[src/rtl/bitop_pkg.sv]
// Shared types for the single-bit test-and-modify unit.
// Assumes the operation and width codes below are fixed by the requirements.
package bitop_pkg;

    typedef enum logic [1:0] {
        OP_PROBE = 2'b00,
        OP_FORCE1 = 2'b01,
        OP_FORCE0 = 2'b10,
        OP_FLIP  = 2'b11
    } bitop_op_e;

    typedef enum logic {
        SZ_BYTE = 1'b0,
        SZ_WORD = 1'b1
    } bitop_size_e;

endpackage

[src/rtl/bitop_index.sv]
// Turns a bit number and width select into a one-hot bit mask.
// Byte width folds the bit number to its low bits; word width uses it whole.
// Assumes DATA_W and BYTE_W are powers of two with BYTE_W <= DATA_W.
module bitop_index
    import bitop_pkg::*;
#(
    parameter int DATA_W = 32,
    parameter int BYTE_W = 8,
    localparam int IDX_W  = $clog2(DATA_W),
    localparam int BIDX_W = $clog2(BYTE_W)
) (
    input  logic              clk,
    input  logic              rst_n,
    input  logic [IDX_W-1:0]  bitnum,
    input  bitop_size_e       size,
    output logic [IDX_W-1:0]  idx,
    output logic [DATA_W-1:0] mask
);

    // Fold the bit number according to the width select.
    always_comb begin
        if (size == SZ_WORD) begin
            idx = bitnum;
        end else begin
            idx = {{(IDX_W-BIDX_W){1'b0}}, bitnum[BIDX_W-1:0]};
        end
    end

    // One decoder comparator per data bit.
    for (genvar g = 0; g < DATA_W; g++) begin : g_mask
        assign mask[g] = (idx == IDX_W'(g));
    end


    one_bit_mask_chk: assert property (@(posedge clk) disable iff (!rst_n)
        $countones(mask) == 1);


    byte_mask_low_chk: assert property (@(posedge clk) disable iff (!rst_n)
        (size == SZ_BYTE) |-> (mask[DATA_W-1:BYTE_W] == '0));

endmodule

[src/rtl/bitop_modify.sv]
// Tests the masked bit of the operand and applies the selected operation.
// Assumes mask is one-hot; the zero flag reflects the bit before modification.
module bitop_modify
    import bitop_pkg::*;
#(
    parameter int DATA_W = 32,
    parameter int BYTE_W = 8
) (
    input  logic              clk,
    input  logic              rst_n,
    input  logic [DATA_W-1:0] opnd,
    input  logic [DATA_W-1:0] mask,
    input  bitop_op_e         op,
    input  bitop_size_e       size,
    output logic [DATA_W-1:0] res,
    output logic              zero
);

    logic was_set;

    // Sample the selected bit before any change.
    always_comb begin
        was_set = |(opnd & mask);
        zero    = ~was_set;
    end

    // Apply the chosen operation to the selected bit only.
    always_comb begin
        unique case (op)
            OP_PROBE:  res = opnd;
            OP_FORCE1: res = opnd | mask;
            OP_FORCE0: res = opnd & ~mask;
            OP_FLIP:   res = opnd ^ mask;
            default:   res = opnd;
        endcase
    end


    probe_keep_chk: assert property (@(posedge clk) disable iff (!rst_n)
        (op == OP_PROBE) |-> (res == opnd));


    force1_bit_chk: assert property (@(posedge clk) disable iff (!rst_n)
        (op == OP_FORCE1) |-> ((res & mask) == mask));


    force0_bit_chk: assert property (@(posedge clk) disable iff (!rst_n)
        (op == OP_FORCE0) |-> ((res & mask) == '0));


    flip_bit_chk: assert property (@(posedge clk) disable iff (!rst_n)
        (op == OP_FLIP) |-> (((res ^ opnd) == mask)));


    byte_upper_keep_chk: assert property (@(posedge clk) disable iff (!rst_n)
        (size == SZ_BYTE) |-> (res[DATA_W-1:BYTE_W] == opnd[DATA_W-1:BYTE_W]));

endmodule

[src/rtl/bitop_stage.sv]
// Single output register with valid/ready on both sides.
// Takes a request when empty or when the held result leaves this cycle.
module bitop_stage #(
    parameter int DATA_W = 32
) (
    input  logic              clk,
    input  logic              rst_n,
    input  logic              in_valid,
    output logic              in_ready,
    input  logic [DATA_W-1:0] nxt_data,
    input  logic              nxt_zero,
    output logic              out_valid,
    input  logic              out_ready,
    output logic [DATA_W-1:0] out_data,
    output logic              out_zero
);

    logic              vld_q;
    logic [DATA_W-1:0] data_q;
    logic              zero_q;
    logic              take;

    // Space exists when nothing is held or the held result drains now.
    always_comb begin
        in_ready = !vld_q || out_ready;
        take     = in_valid && in_ready;
    end

    // Track whether a result is held.
    always_ff @(posedge clk) begin
        if (!rst_n) begin
            vld_q <= 1'b0;
        end else if (take) begin
            vld_q <= 1'b1;
        end else if (out_ready) begin
            vld_q <= 1'b0;
        end
    end

    // Capture the computed result on acceptance only.
    always_ff @(posedge clk) begin
        if (!rst_n) begin
            data_q <= '0;
            zero_q <= 1'b0;
        end else if (take) begin
            data_q <= nxt_data;
            zero_q <= nxt_zero;
        end
    end

    assign out_valid = vld_q;
    assign out_data  = data_q;
    assign out_zero  = zero_q;


    accept_then_valid_chk: assert property (@(posedge clk) disable iff (!rst_n)
        (in_valid && in_ready) |=> out_valid);


    stall_hold_chk: assert property (@(posedge clk) disable iff (!rst_n)
        (out_valid && !out_ready) |=> (out_valid && $stable(out_data) && $stable(out_zero)));


    reset_empty_chk: assert property (@(posedge clk)
        !rst_n |=> !out_valid);

endmodule

[src/rtl/bitop_unit.sv]
// Top of the single-bit test-and-modify unit: index decode, modify, output register.
// Assumes the requester holds its request stable until in_ready accepts it.
module bitop_unit
    import bitop_pkg::*;
#(
    parameter int DATA_W = 32,
    parameter int BYTE_W = 8,
    localparam int IDX_W = $clog2(DATA_W)
) (
    input  logic              clk,
    input  logic              rst_n,
    input  logic              in_valid,
    output logic              in_ready,
    input  logic [DATA_W-1:0] in_data,
    input  logic [IDX_W-1:0]  in_bitnum,
    input  logic [1:0]        in_op,
    input  logic              in_size,
    output logic              out_valid,
    input  logic              out_ready,
    output logic [DATA_W-1:0] out_data,
    output logic              out_zero
);

    bitop_op_e         op;
    bitop_size_e       size;
    logic [IDX_W-1:0]  idx;
    logic [DATA_W-1:0] mask;
    logic [DATA_W-1:0] res;
    logic              zero;

    // Map raw port codes to the shared enums.
    always_comb begin
        op   = bitop_op_e'(in_op);
        size = bitop_size_e'(in_size);
    end

    bitop_index #(.DATA_W(DATA_W), .BYTE_W(BYTE_W)) u_index (
        .clk    (clk),
        .rst_n  (rst_n),
        .bitnum (in_bitnum),
        .size   (size),
        .idx    (idx),
        .mask   (mask)
    );

    bitop_modify #(.DATA_W(DATA_W), .BYTE_W(BYTE_W)) u_modify (
        .clk   (clk),
        .rst_n (rst_n),
        .opnd  (in_data),
        .mask  (mask),
        .op    (op),
        .size  (size),
        .res   (res),
        .zero  (zero)
    );

    bitop_stage #(.DATA_W(DATA_W)) u_stage (
        .clk       (clk),
        .rst_n     (rst_n),
        .in_valid  (in_valid),
        .in_ready  (in_ready),
        .nxt_data  (res),
        .nxt_zero  (zero),
        .out_valid (out_valid),
        .out_ready (out_ready),
        .out_data  (out_data),
        .out_zero  (out_zero)
    );


    zero_matches_bit_chk: assert property (@(posedge clk) disable iff (!rst_n)
        (in_valid && in_ready) |=> (out_zero == !$past(in_data[idx])));

endmodule

[config.mk]
export PLATFORM = sky130hd
export DESIGN_NAME = bitop_unit
export DESIGN_NICKNAME = d
export VERILOG_FILES = /design/src/rtl/bitop_pkg.sv /design/src/rtl/bitop_index.sv /design/src/rtl/bitop_modify.sv /design/src/rtl/bitop_stage.sv /design/src/rtl/bitop_unit.sv
export SDC_FILE = /design/constraint.sdc
export NUM_CORES = 1
export LEC_CHECK = 0
export BUFFER_PORTS_ARGS = -buffer_cell sky130_fd_sc_hd__buf_2
export CORE_ASPECT_RATIO = 2
export CORE_MARGIN = 4
export CORE_UTILIZATION = 55
export DETAILED_ROUTE_END_ITERATION = 10
export PLACE_DENSITY_LB_ADDON = 0.1
export SYNTH_ARGS = -nofsm -noshare
export SYNTH_HDL_FRONTEND = slang
export SYNTH_SLANG_ARGS = --single-unit
[constraint.sdc]
create_clock -name clk -period 5.4 [get_ports clk]
set_input_delay 0.81 -clock clk [delete_from_list [all_inputs] [get_ports clk]]
set_output_delay 0.81 -clock clk [all_outputs]
set_load 0.02 [all_outputs]
==> impl_metrics.env, run 1 <==
export IMPL_chipHeight_um=126
export IMPL_vias=3132
export IMPL_ant_nets=0
export IMPL_drc=0
export IMPL_grt_pass1_vias=3175
export IMPL_worstPathArrival_ps=2780
export IMPL_grt_usage_pct=22.7
export IMPL_fin_ws_ps=2830
export IMPL_multiInputGateArea_mm2=0.00271
export IMPL_gr_total_overflow=0
export IMPL_post_drt_via_cell_ratio=5.24
export IMPL_synthXorXnorAreaFrac_pct=0
export IMPL_final_seq_area_um2=681
export IMPL_p_leak_nw=2.54
export IMPL_maxCapViolations=0
export IMPL_status="complete, no violations"
export IMPL_yosys_area_share_simple_pct=17.3
export IMPL_critPathLaunchType="input port"
export IMPL_min_path_cells=2
export IMPL_cts_resized=0
export IMPL_ys_flop_type="dfxtp_1"
export IMPL_end_kind="register"
export IMPL_min_period_ps=2570
export IMPL_grt_pass1_wl_um=14800
export IMPL_peakVddDrop_v=0.000110
export IMPL_cts_hold_fix_buffers=0
export IMPL_final_common_cell="inv_1"
export IMPL_yosys_register_bits=34
export IMPL_drtIter0Drc=172
export IMPL_worstMarginPinSlew_ps=1180
export IMPL_cts_tree="done"
export IMPL_synth_area_leaders="ha_1, mux4_2, dfxtp_1"
export IMPL_post_cts_buffers=0
export IMPL_clockRootBuffer="clkbuf_16"
export IMPL_fin_crit_sh_pct=47.6
export IMPL_rows=43
export IMPL_synthMuxAreaShare_pct=18.7
export IMPL_fin_setup_tns_ps=0
export IMPL_cts_made_buffers=5
export IMPL_path_max_fanout=5
export IMPL_die_w_um=67.2
export IMPL_setup_viol=0
export IMPL_seq_area_frac_synth_pct=17.6
export IMPL_post_dp_hpwl_um=7360
export IMPL_hp_class="register to register"
export IMPL_max_clock_freq_mhz=389
export IMPL_final_layout_size_suffix_gt1_share_pct=23.0
export IMPL_htreeDepth=2
export IMPL_synth_nets=582
export IMPL_io_pins=79
export IMPL_diodes=0
export IMPL_clk_pin_slew_ps=60
export IMPL_synthAdderAreaFrac_pct=31.1
export IMPL_relSlewSlack_pct=21.2
export IMPL_required_ps=5610
export IMPL_area_growth_pct=14.2
export IMPL_ys_types=22
export IMPL_grt_max_degree=36
export IMPL_synth_area_mm2=0.00386
export IMPL_worst_setup_path_type="input port to register"
export IMPL_die_area_mm2=0.00850
export IMPL_clk_path_buf_depth=2
export IMPL_final_nets=647
export IMPL_start_util_pct=56.0
export IMPL_synth_top_cell_area_share_pct=31.1
export IMPL_p_total_uw=803
export IMPL_placed_area_mm2=0.00426
export IMPL_yosysWarnings=0
export IMPL_synth_compound_area_share_pct=3.18
export IMPL_synth_top_family_by_area="adder cells"
export IMPL_final_cell_mix="inv_1, ha_1, buf_2"
export IMPL_finalWeightedCongestion=0.949
export IMPL_grt_setup_unrepaired="false"
export IMPL_firstDrtPassIters=5
export IMPL_portBuffers=78
export IMPL_final_max_slew_violation_count=0
export IMPL_cts_sinks=34
export IMPL_rrSetupSlack_ps=3590
export IMPL_synthesis_instances=442
export IMPL_r2r_cells=4
export IMPL_finalHoldViolCount=0
export IMPL_power_density_mw_per_mm2=182
export IMPL_coreArea_mm2=0.00689
export IMPL_wire_per_inst_um=15.0
export IMPL_antenna_found_initial=0
export IMPL_pre_cts_ws_ps=2540
export IMPL_synth_area_leader_cell="ha_1"
export IMPL_clkLatencyLatePin_ps=280
export IMPL_final_design_area_no_fill_mm2=0.00441
export IMPL_synth_edf_count=0
export IMPL_skew_ps=4.07
export IMPL_async_flop_share_pct=0
export IMPL_syn_area_per_cell_um2=8.73
export IMPL_wl_um=8950
export IMPL_fill_cells=669
flip-flops by register name, indices dropped and copies added, names as in the netlist:
name               count
u_stage.out_data      32
u_stage.out_valid      1
u_stage.out_zero       1
cells by family (layout without fill, tap and decap cells):
family / after synthesis / in the layout
AOI/OAI and AO/OA: 17 / 17
adders and majority gates: 96 / 96
buffers and inverters: 117 / 183
DFF: 34 / 34
muxes: 32 / 32
and+or+nand+nor: 146 / 146
worst max-delay path: stages:
cell	delay (ps)
buf_2	110
and2_1	190
nor2_1	130
nand2_1	150
inv_1	60
ha_1	180
or4_1	550
or4_1	480
o21ai_1	120
final cells by class:
cell class	count	area share (%)
clock buffer	7	3.24
clock inverter	1	0.114
inverter	97	8.26
multi-input combinational	291	61.5
sequential	34	15.4
tap	90	2.55
timing repair buffer	78	8.86
through the flow:
stage | util, % | cells | hold WS [ps]
floorplan | - | 442 | 536
global placement | 61.9 | 590 | 449
detailed placement | 61.9 | 590 | 455
CTS | 64.0 | 598 | 462
global route | 64.0 | 598 | 481
finish | 64.0 | 598 | 457
power by group:
group	switching (mW)	total (mW)	leakage [nW]	internal, mW
sequential	0.0103	0.282	0.281	0.272
combinational	0.132	0.235	2.18	0.103
clock	0.102	0.285	0.0739	0.183
worst paths after layout:
| check | start | endpoint |
|---|---|---|
| worst min register to register | u_stage.out_data[20]$_SDFFE_PN0P_ | u_stage.out_data[20]$_SDFFE_PN0P_ |
| worst max register to register | u_stage.out_valid$_SDFFE_PN0P_ | u_stage.out_zero$_SDFFE_PN0P_ |
| worst min-delay path | u_stage.out_data[20]$_SDFFE_PN0P_ | u_stage.out_data[20]$_SDFFE_PN0P_ |
| worst max-delay path | in_size | u_stage.out_zero$_SDFFE_PN0P_ |
synth_stat cells, types with 5 or more instances:
master     n
inv_1     97
ha_1      96
nand2_1   64
nor2_1    43
dfxtp_1   34
mux4_2    32
nor3b_1   18
a21boi_0  15
clkbuf_1  11
buf_4      6
nor4_1     5
routing by layer:
metal | track usage [%] | vias to the layer above | part of all wire, %
met5 | 0 | - | 0
met3 | 2.75 | 26 | 3.9
met4 | 10.9 | 0 | 4.2
li1 | - | 1535 | -
met1 | 24.6 | 1490 | 38
met2 | 41.6 | 81 | 54
(Power assumes the default switching activity.)
==> inputs of run 2 (changes only) <==
--- a/config.mk
+++ b/config.mk
@@ -5,6 +5,7 @@
 export SDC_FILE = /design/constraint.sdc
 export NUM_CORES = 1
 export LEC_CHECK = 0
+export ABC_AREA = 1
 export BUFFER_PORTS_ARGS = -buffer_cell sky130_fd_sc_hd__buf_2
 export CORE_ASPECT_RATIO = 2
 export CORE_MARGIN = 4
==> constraint.sdc (replaced) <==
create_clock -name clk -period 2.4 [get_ports clk]
set_input_delay 0.36 -clock clk [delete_from_list [all_inputs] [get_ports clk]]
set_output_delay 0.36 -clock clk [all_outputs]
set_load 0.02 [all_outputs]
==> run 2 against run 1 <==
Against the previous run:
- sequential share of layout area decreased by 0.17 points
- clock skew is 2.6 ps lower
- combinational power rose by 140%
- sequential power rose by 130%
- die area rose by 0.98%
- largest cell class unchanged
- highest routed layer unchanged
==> impl_metrics.env, run 2 <==
export IMPL_status="complete, no violations"
export IMPL_min_to="u_stage.out_valid$_SDFFE_PN0P_"
export IMPL_synth_area_leader_cell="ha_1"
export IMPL_vias=3751
export IMPL_ys_types=24
export IMPL_cellInternalPower_mw=1.22
export IMPL_portBuffers=78
export IMPL_required_ps=2620
export IMPL_drtIter0Drc=111
export IMPL_r2r_cells=6
export IMPL_grt_max_degree=34
export IMPL_post_dp_hpwl_um=7790
export IMPL_yosys_register_bits=34
export IMPL_reg2reg_from="u_stage.out_valid$_SDFFE_PN0P_"
export IMPL_grt_setup_unrepaired="false"
export IMPL_end_kind="register"
export IMPL_firstDrtPassIters=4
export IMPL_gr_total_overflow=0
export IMPL_worstPathArrival_ps=2020
export IMPL_yosysWarnings=0
export IMPL_syn_area_per_cell_um2=7.16
export IMPL_wl_um=10100
export IMPL_max_clock_freq_mhz=555
export IMPL_worstMarginPinSlew_ps=664
export IMPL_die_area_mm2=0.00858
export IMPL_relSlewSlack_pct=55.6
export IMPL_cts_sinks=34
export IMPL_synth_area_mm2=0.00390
export IMPL_htreeDepth=2
export IMPL_pwr_share_seq_pct=34.1
export IMPL_start_util_pct=56.2
export IMPL_grt_pass1_vias=3855
export IMPL_final_layout_size_suffix_gt1_share_pct=20.9
export IMPL_wire_per_inst_um=14.3
export IMPL_rrSetupSlack_ps=770
export IMPL_synthesis_instances=545
export IMPL_seq_area_frac_synth_pct=17.5
export IMPL_fin_setup_tns_ps=0
export IMPL_critPathLaunchType="input port"
export IMPL_cts_made_buffers=5
export IMPL_grt_pass1_wl_um=17100
export IMPL_p_leak_nw=2.29
export IMPL_skew_ps=1.44
export IMPL_synth_area_leaders="ha_1, dfxtp_1, nand2_1"
export IMPL_synth_edf_count=0
export IMPL_min_period_ps=1800
export IMPL_place_inst=695
export IMPL_finalNonFillerCells=703
export IMPL_drc=0
export IMPL_clockRootBuffer="clkbuf_16"
export IMPL_setup_viol=0
export IMPL_finalHoldViolCount=0
export IMPL_worst_setup_path_type="input port to register"
export IMPL_largest_reg_flops=32
export IMPL_async_flop_share_pct=0
export IMPL_final_max_slew_violation_count=0
export IMPL_clk_pin_slew_ps=60
export IMPL_cts_resized=0
export IMPL_ant_nets=0
export IMPL_rows=43
export IMPL_peakVddDrop_v=0.000242
export IMPL_antenna_found_initial=0
export IMPL_clkLatencyLatePin_ps=280
export IMPL_final_nets=752
export IMPL_cts_hold_fix_buffers=0
export IMPL_post_cts_buffers=0
export IMPL_io_pins=79
export IMPL_area_growth_pct=14.3
export IMPL_clockPowerShare_pct=35.8
export IMPL_power_switching_share_pct=34.4
export IMPL_timing_rr_end="u_stage.out_data[28]$_SDFFE_PN0P_"
export IMPL_coreArea_mm2=0.00694
export IMPL_finalWeightedCongestion=0.907
export IMPL_synthTopCellsByCount="nand2_1, ha_1, inv_1"
export IMPL_path_max_fanout=6
export IMPL_fin_crit_sh_pct=75.1
export IMPL_cts_tree="done"
export IMPL_final_cell_mix="nand2_1, ha_1, inv_1"
export IMPL_p_sw_uw=640
export IMPL_min_path_cells=4
export IMPL_maxCapViolations=0
export IMPL_clk_path_buf_depth=2
export IMPL_die_w_um=67.5
export IMPL_grt_usage_pct=25.2
export IMPL_chipHeight_um=127
export IMPL_post_drt_via_cell_ratio=5.34
export IMPL_synth_top_cell_area_share_pct=30.8
export IMPL_comb_power_share_pct=30.0
export IMPL_synth_most_common_cell="nand2_1"
export IMPL_power_density_mw_per_mm2=417
export IMPL_hp_class="input port to register"
export IMPL_hold_start="out_ready"
export IMPL_synth_nets=685
export IMPL_final_common_cell="nand2_1"
export IMPL_diodes=0
export IMPL_ys_flop_type="dfxtp_1"
==> run 2: changes by cell type after synthesis, sizes merged, moves of 11 or more <==
cell,delta
a21oi,+53
nand2,+46
o21ai,+43
mux4,-32
o211ai,+27
nor3b,-18
a21boi,-15
inv,-11
==> run 2: cell families (layout without fill, tap and decap cells) <==
| kind of cell | count (synthesis) | in the layout | synth area share (%) |
|---|---|---|---|
| buf+inv | 109 | 177 | 11.6 |
| fa+ha+maj | 96 | 96 | 30.8 |
| flops | 34 | 34 | 17.5 |
| compound gates | 130 | 130 | 22.3 |
| simple gates | 176 | 176 | 17.9 |
==> run 2: worst max-delay path by stage <==
stage | slack, ps | end | from | cells after the start
5_1_grt | 400 | u_stage.out_data[3]$_SDFFE_PN0P_ | in_size | 12
4_1_cts | 620 | u_stage.out_data[1]$_SDFFE_PN0P_ | in_size | 12
3_3_place_gp | 380 | u_stage.out_data[3]$_SDFFE_PN0P_ | in_size | 12
6_report | 600 | u_stage.out_data[3]$_SDFFE_PN0P_ | in_size | 12
3_5_place_dp | 320 | u_stage.out_data[1]$_SDFFE_PN0P_ | in_size | 12
2_1_floorplan | 720 | u_stage.out_data[12]$_SDFFE_PN0P_ | in_bitnum[4] | 10
==> run 2: critical path, stage by stage <==
cell and delay, ps:
buf_2 100, nand2_1 100, inv_1 70, nor2_1 140, inv_1 140, nor3_1 330, inv_1 120, ha_1 290
nand2_1 60, o211ai_2 100, nand2_1 80, a21oi_2 120
==> run 2: power by group through the flow <==
stage	combinational (mW)	sequential (mW)	clock, mW
detailed placement	0.562	0.647	0
CTS	0.566	0.635	0.683
finish	0.559	0.635	0.667
global placement	0.546	0.645	0
floorplan	0.315	0.708	0
global route	0.634	0.640	0.705
==> run 2: final cells by class <==
cell class / count / area (um2)
multi-input combinational: 402 / 2770
fill: 670 / 2480
sequential: 34 / 681
timing repair buffer: 83 / 428
inverter: 86 / 323
clock buffer: 7 / 143
tap: 90 / 113
clock inverter: 1 / 5.00
==> run 2: per-stage QoR <==
| step | util, % | setup WS (ps) | instance area, um2 | power (mW) | hold WS, ps |
|---|---|---|---|---|---|
| 5_1_grt | 64.2 | 399 | 4460 | 1.98 | 428 |
| 6_report | 64.2 | 598 | 4460 | 1.86 | 390 |
| 4_1_cts | 64.2 | 616 | 4460 | 1.88 | 388 |
| 2_1_floorplan | - | 720 | 3900 | 1.02 | 502 |
| 3_5_place_dp | 62.1 | 324 | 4310 | 1.21 | 517 |
| 3_3_place_gp | 62.1 | 379 | 4310 | 1.19 | 503 |
==> run 2: metal layers <==
| metal | wire, um | track usage [%] |
|---|---|---|
| met1 | 3700 | 25.6 |
| met5 | 0 | 0 |
| met3 | 351 | 2.64 |
| met4 | 335 | 12.3 |
| met2 | 5670 | 48.0 |
==> inputs of run 3 (changes only) <==
--- a/config.mk
+++ b/config.mk
@@ -5,7 +5,7 @@
 export SDC_FILE = /design/constraint.sdc
 export NUM_CORES = 1
 export LEC_CHECK = 0
-export ABC_AREA = 1
+export ABC_AREA = 0
 export BUFFER_PORTS_ARGS = -buffer_cell sky130_fd_sc_hd__buf_2
 export CORE_ASPECT_RATIO = 2
 export CORE_MARGIN = 4
==> constraint.sdc (replaced) <==
create_clock -name clk -period 1.7 [get_ports clk]
set_input_delay 0.255 -clock clk [delete_from_list [all_inputs] [get_ports clk]]
set_output_delay 0.255 -clock clk [all_outputs]
set_load 0.02 [all_outputs]
==> run 3 against run 2 <==
Against the previous run:
- the flow now finishes with violations (negative setup slack)
- hold slack got worse by 140 ps
- clock-buffer cell count unchanged
- cell count down 8.0%
- die area down 0.97%
- sequential power grew 41%
- first-iteration DRC count rose by 44%
- critical path depth decreased by 3
- combinational power rose by 71%
- flip-flop and latch count is the same
- non-clock buffer count is 44 higher
- clock power increased by 31%
- via count decreased by 9.4%
- critical path type unchanged
- largest cell class unchanged
- largest power group is now combinational cells
- highest routed layer unchanged
==> impl_metrics.env, run 3 (synthesized netlist as in run 1, its figures left out) <==
export IMPL_status="finished with violations"
export IMPL_violations="negative setup slack"
export IMPL_wl_met3_um=424
export IMPL_antenna_found_initial=0
export IMPL_max_clock_freq_mhz=544
export IMPL_rrSetupSlack_ps=420
export IMPL_clockRootBuffer="clkbuf_16"
export IMPL_post_dp_hpwl_um=7690
export IMPL_final_layout_size_suffix_gt1_share_pct=43.3
export IMPL_diodes=0
export IMPL_highest_layer="met4"
export IMPL_maxCapViolations=0
export IMPL_die_w_um=67.2
export IMPL_area_growth_pct=39.0
export IMPL_grt_pass1_wl_um=15300
export IMPL_cts_hold_fix_buffers=0
export IMPL_reg2reg_from="u_stage.out_valid$_SDFFE_PN0P_"
export IMPL_slowest_stage="or4_4"
export IMPL_clk_pin_slew_ps=50
export IMPL_worstMarginPinSlew_ps=331
export IMPL_peakVddDrop_v=0.000357
export IMPL_skew_ps=2.77
export IMPL_portBuffers=78
export IMPL_worst_setup_path_type="input port to register"
export IMPL_ant_nets=0
export IMPL_post_drt_via_cell_ratio=5.26
export IMPL_vias=3400
export IMPL_cts_sinks=34
export IMPL_fin_util_pct=77.9
export IMPL_relSlewSlack_pct=77.9
export IMPL_cp_startpoint="in_size"
export IMPL_p_total_mw=2.72
export IMPL_m1WireLength_um=3620
export IMPL_r2r_cells=5
export IMPL_min_period_ps=1840
export IMPL_place_inst=636
export IMPL_fin_crit_sh_pct=108
export IMPL_grt_pass1_vias=3341
export IMPL_io_pins=79
export IMPL_final_max_slew_violation_count=0
export IMPL_drtIter0Drc=160
export IMPL_hold_start="in_valid"
export IMPL_power_density_mw_per_mm2=508
export IMPL_clk_path_buf_depth=2
export IMPL_wire_per_inst_um=15.7
export IMPL_final_cell_mix="inv_1, ha_1, buf_2"
export IMPL_fin_ws_ps=-140
export IMPL_worstPathArrival_ps=2050
export IMPL_wl_um=10100
export IMPL_grt_usage_pct=23.5
export IMPL_cts_tree="done"
export IMPL_timing_rr_end="u_stage.out_data[21]$_SDFFE_PN0P_"
export IMPL_hp_class="input port to register"
export IMPL_wl_met2_um=5720
export IMPL_grt_setup_unrepaired="true"
export IMPL_gr_total_overflow=0
export IMPL_start_util_pct=56.0
export IMPL_cts_made_buffers=5
export IMPL_firstDrtPassIters=4
export IMPL_fin_setup_tns_ps=-540
export IMPL_path_max_fanout=5
export IMPL_finalHoldViolCount=0
export IMPL_final_nets=696
export IMPL_clkLatencyLatePin_ps=270
export IMPL_rows=43
export IMPL_min_path_cells=3
export IMPL_setup_viol=11
export IMPL_htreeDepth=2
export IMPL_chipHeight_um=126
export IMPL_finalWeightedCongestion=0.891
export IMPL_required_ps=1910
export IMPL_final_common_cell="inv_1"
export IMPL_drc=0
export IMPL_largest_reg_flops=32
export IMPL_worstSetupEndpoint="u_stage.out_zero$_SDFFE_PN0P_"
export IMPL_critical_path_max_stage_delay_ps=510
export IMPL_finalNonFillerCells=647
export IMPL_p_leak_nw=2.95
export IMPL_grt_max_degree=35
export IMPL_coreArea_mm2=0.00689
export IMPL_die_area_mm2=0.00850
export IMPL_end_kind="register"
export IMPL_crit_chain="buf_8 -> and2_4 -> nor2_4 -> nand2_2 -> inv_1 -> ha_2 -> or4_4 -> or4_4 -> o21ai_1"
export IMPL_critPathLaunchType="input port"
export IMPL_crit_top_cell="or4_4"
==> run 3: how the worst min path moves through the flow <==
stage,endpoint
2_1_floorplan,u_stage.out_valid$_SDFFE_PN0P_
3_3_place_gp,u_stage.out_data[25]$_SDFFE_PN0P_
3_5_place_dp,u_stage.out_data[20]$_SDFFE_PN0P_
4_1_cts,u_stage.out_valid$_SDFFE_PN0P_
5_1_grt,u_stage.out_valid$_SDFFE_PN0P_
6_report,u_stage.out_valid$_SDFFE_PN0P_
==> run 3: layout make-up <==
type	instances	area [um2]
clock buffer	7	143
clock inverter	1	5.00
fill	503	1520
inverter	97	367
multi-input combinational	291	3170
sequential	34	681
tap	90	113
timing repair buffer	127	885
==> run 3: worst max-delay path: cells and delay by family <==
kind	cells	cell delay [ps]
buf+inv	2	130
compound gates	1	130
fa+ha+maj	1	170
simple gates	5	1360
==> run 3: power by group <==
part | switching, mW | total, mW | internal, mW
clock network | 0.295 | 0.873 | 0.579
logic | 0.512 | 0.956 | 0.444
registers | 0.0294 | 0.895 | 0.865
==> run 3: per-layer routing <==
metal	vias to the layer above	track usage, %
met2	92	43.9
met5	-	0
met1	1647	25.3
met4	0	11.6
li1	1637	-
met3	24	1.33
==> run 3: repair_timing <==
action	CTS	global route
endpoints found under the hold margin	0	0
resized for setup	58	69
buffers inserted	2	4
pin swaps	15	25
endpoints found under the setup margin	23	29
==> run 3: metrics by stage <==
stage	worst slack, ps	cell area [um2]	hold WS, ps
floorplan	-207	3890	394
CTS	-138	5030	250
detailed placement	-537	4670	455
global route	-187	5370	269
finish	-140	5370	248
global placement	-468	4670	448
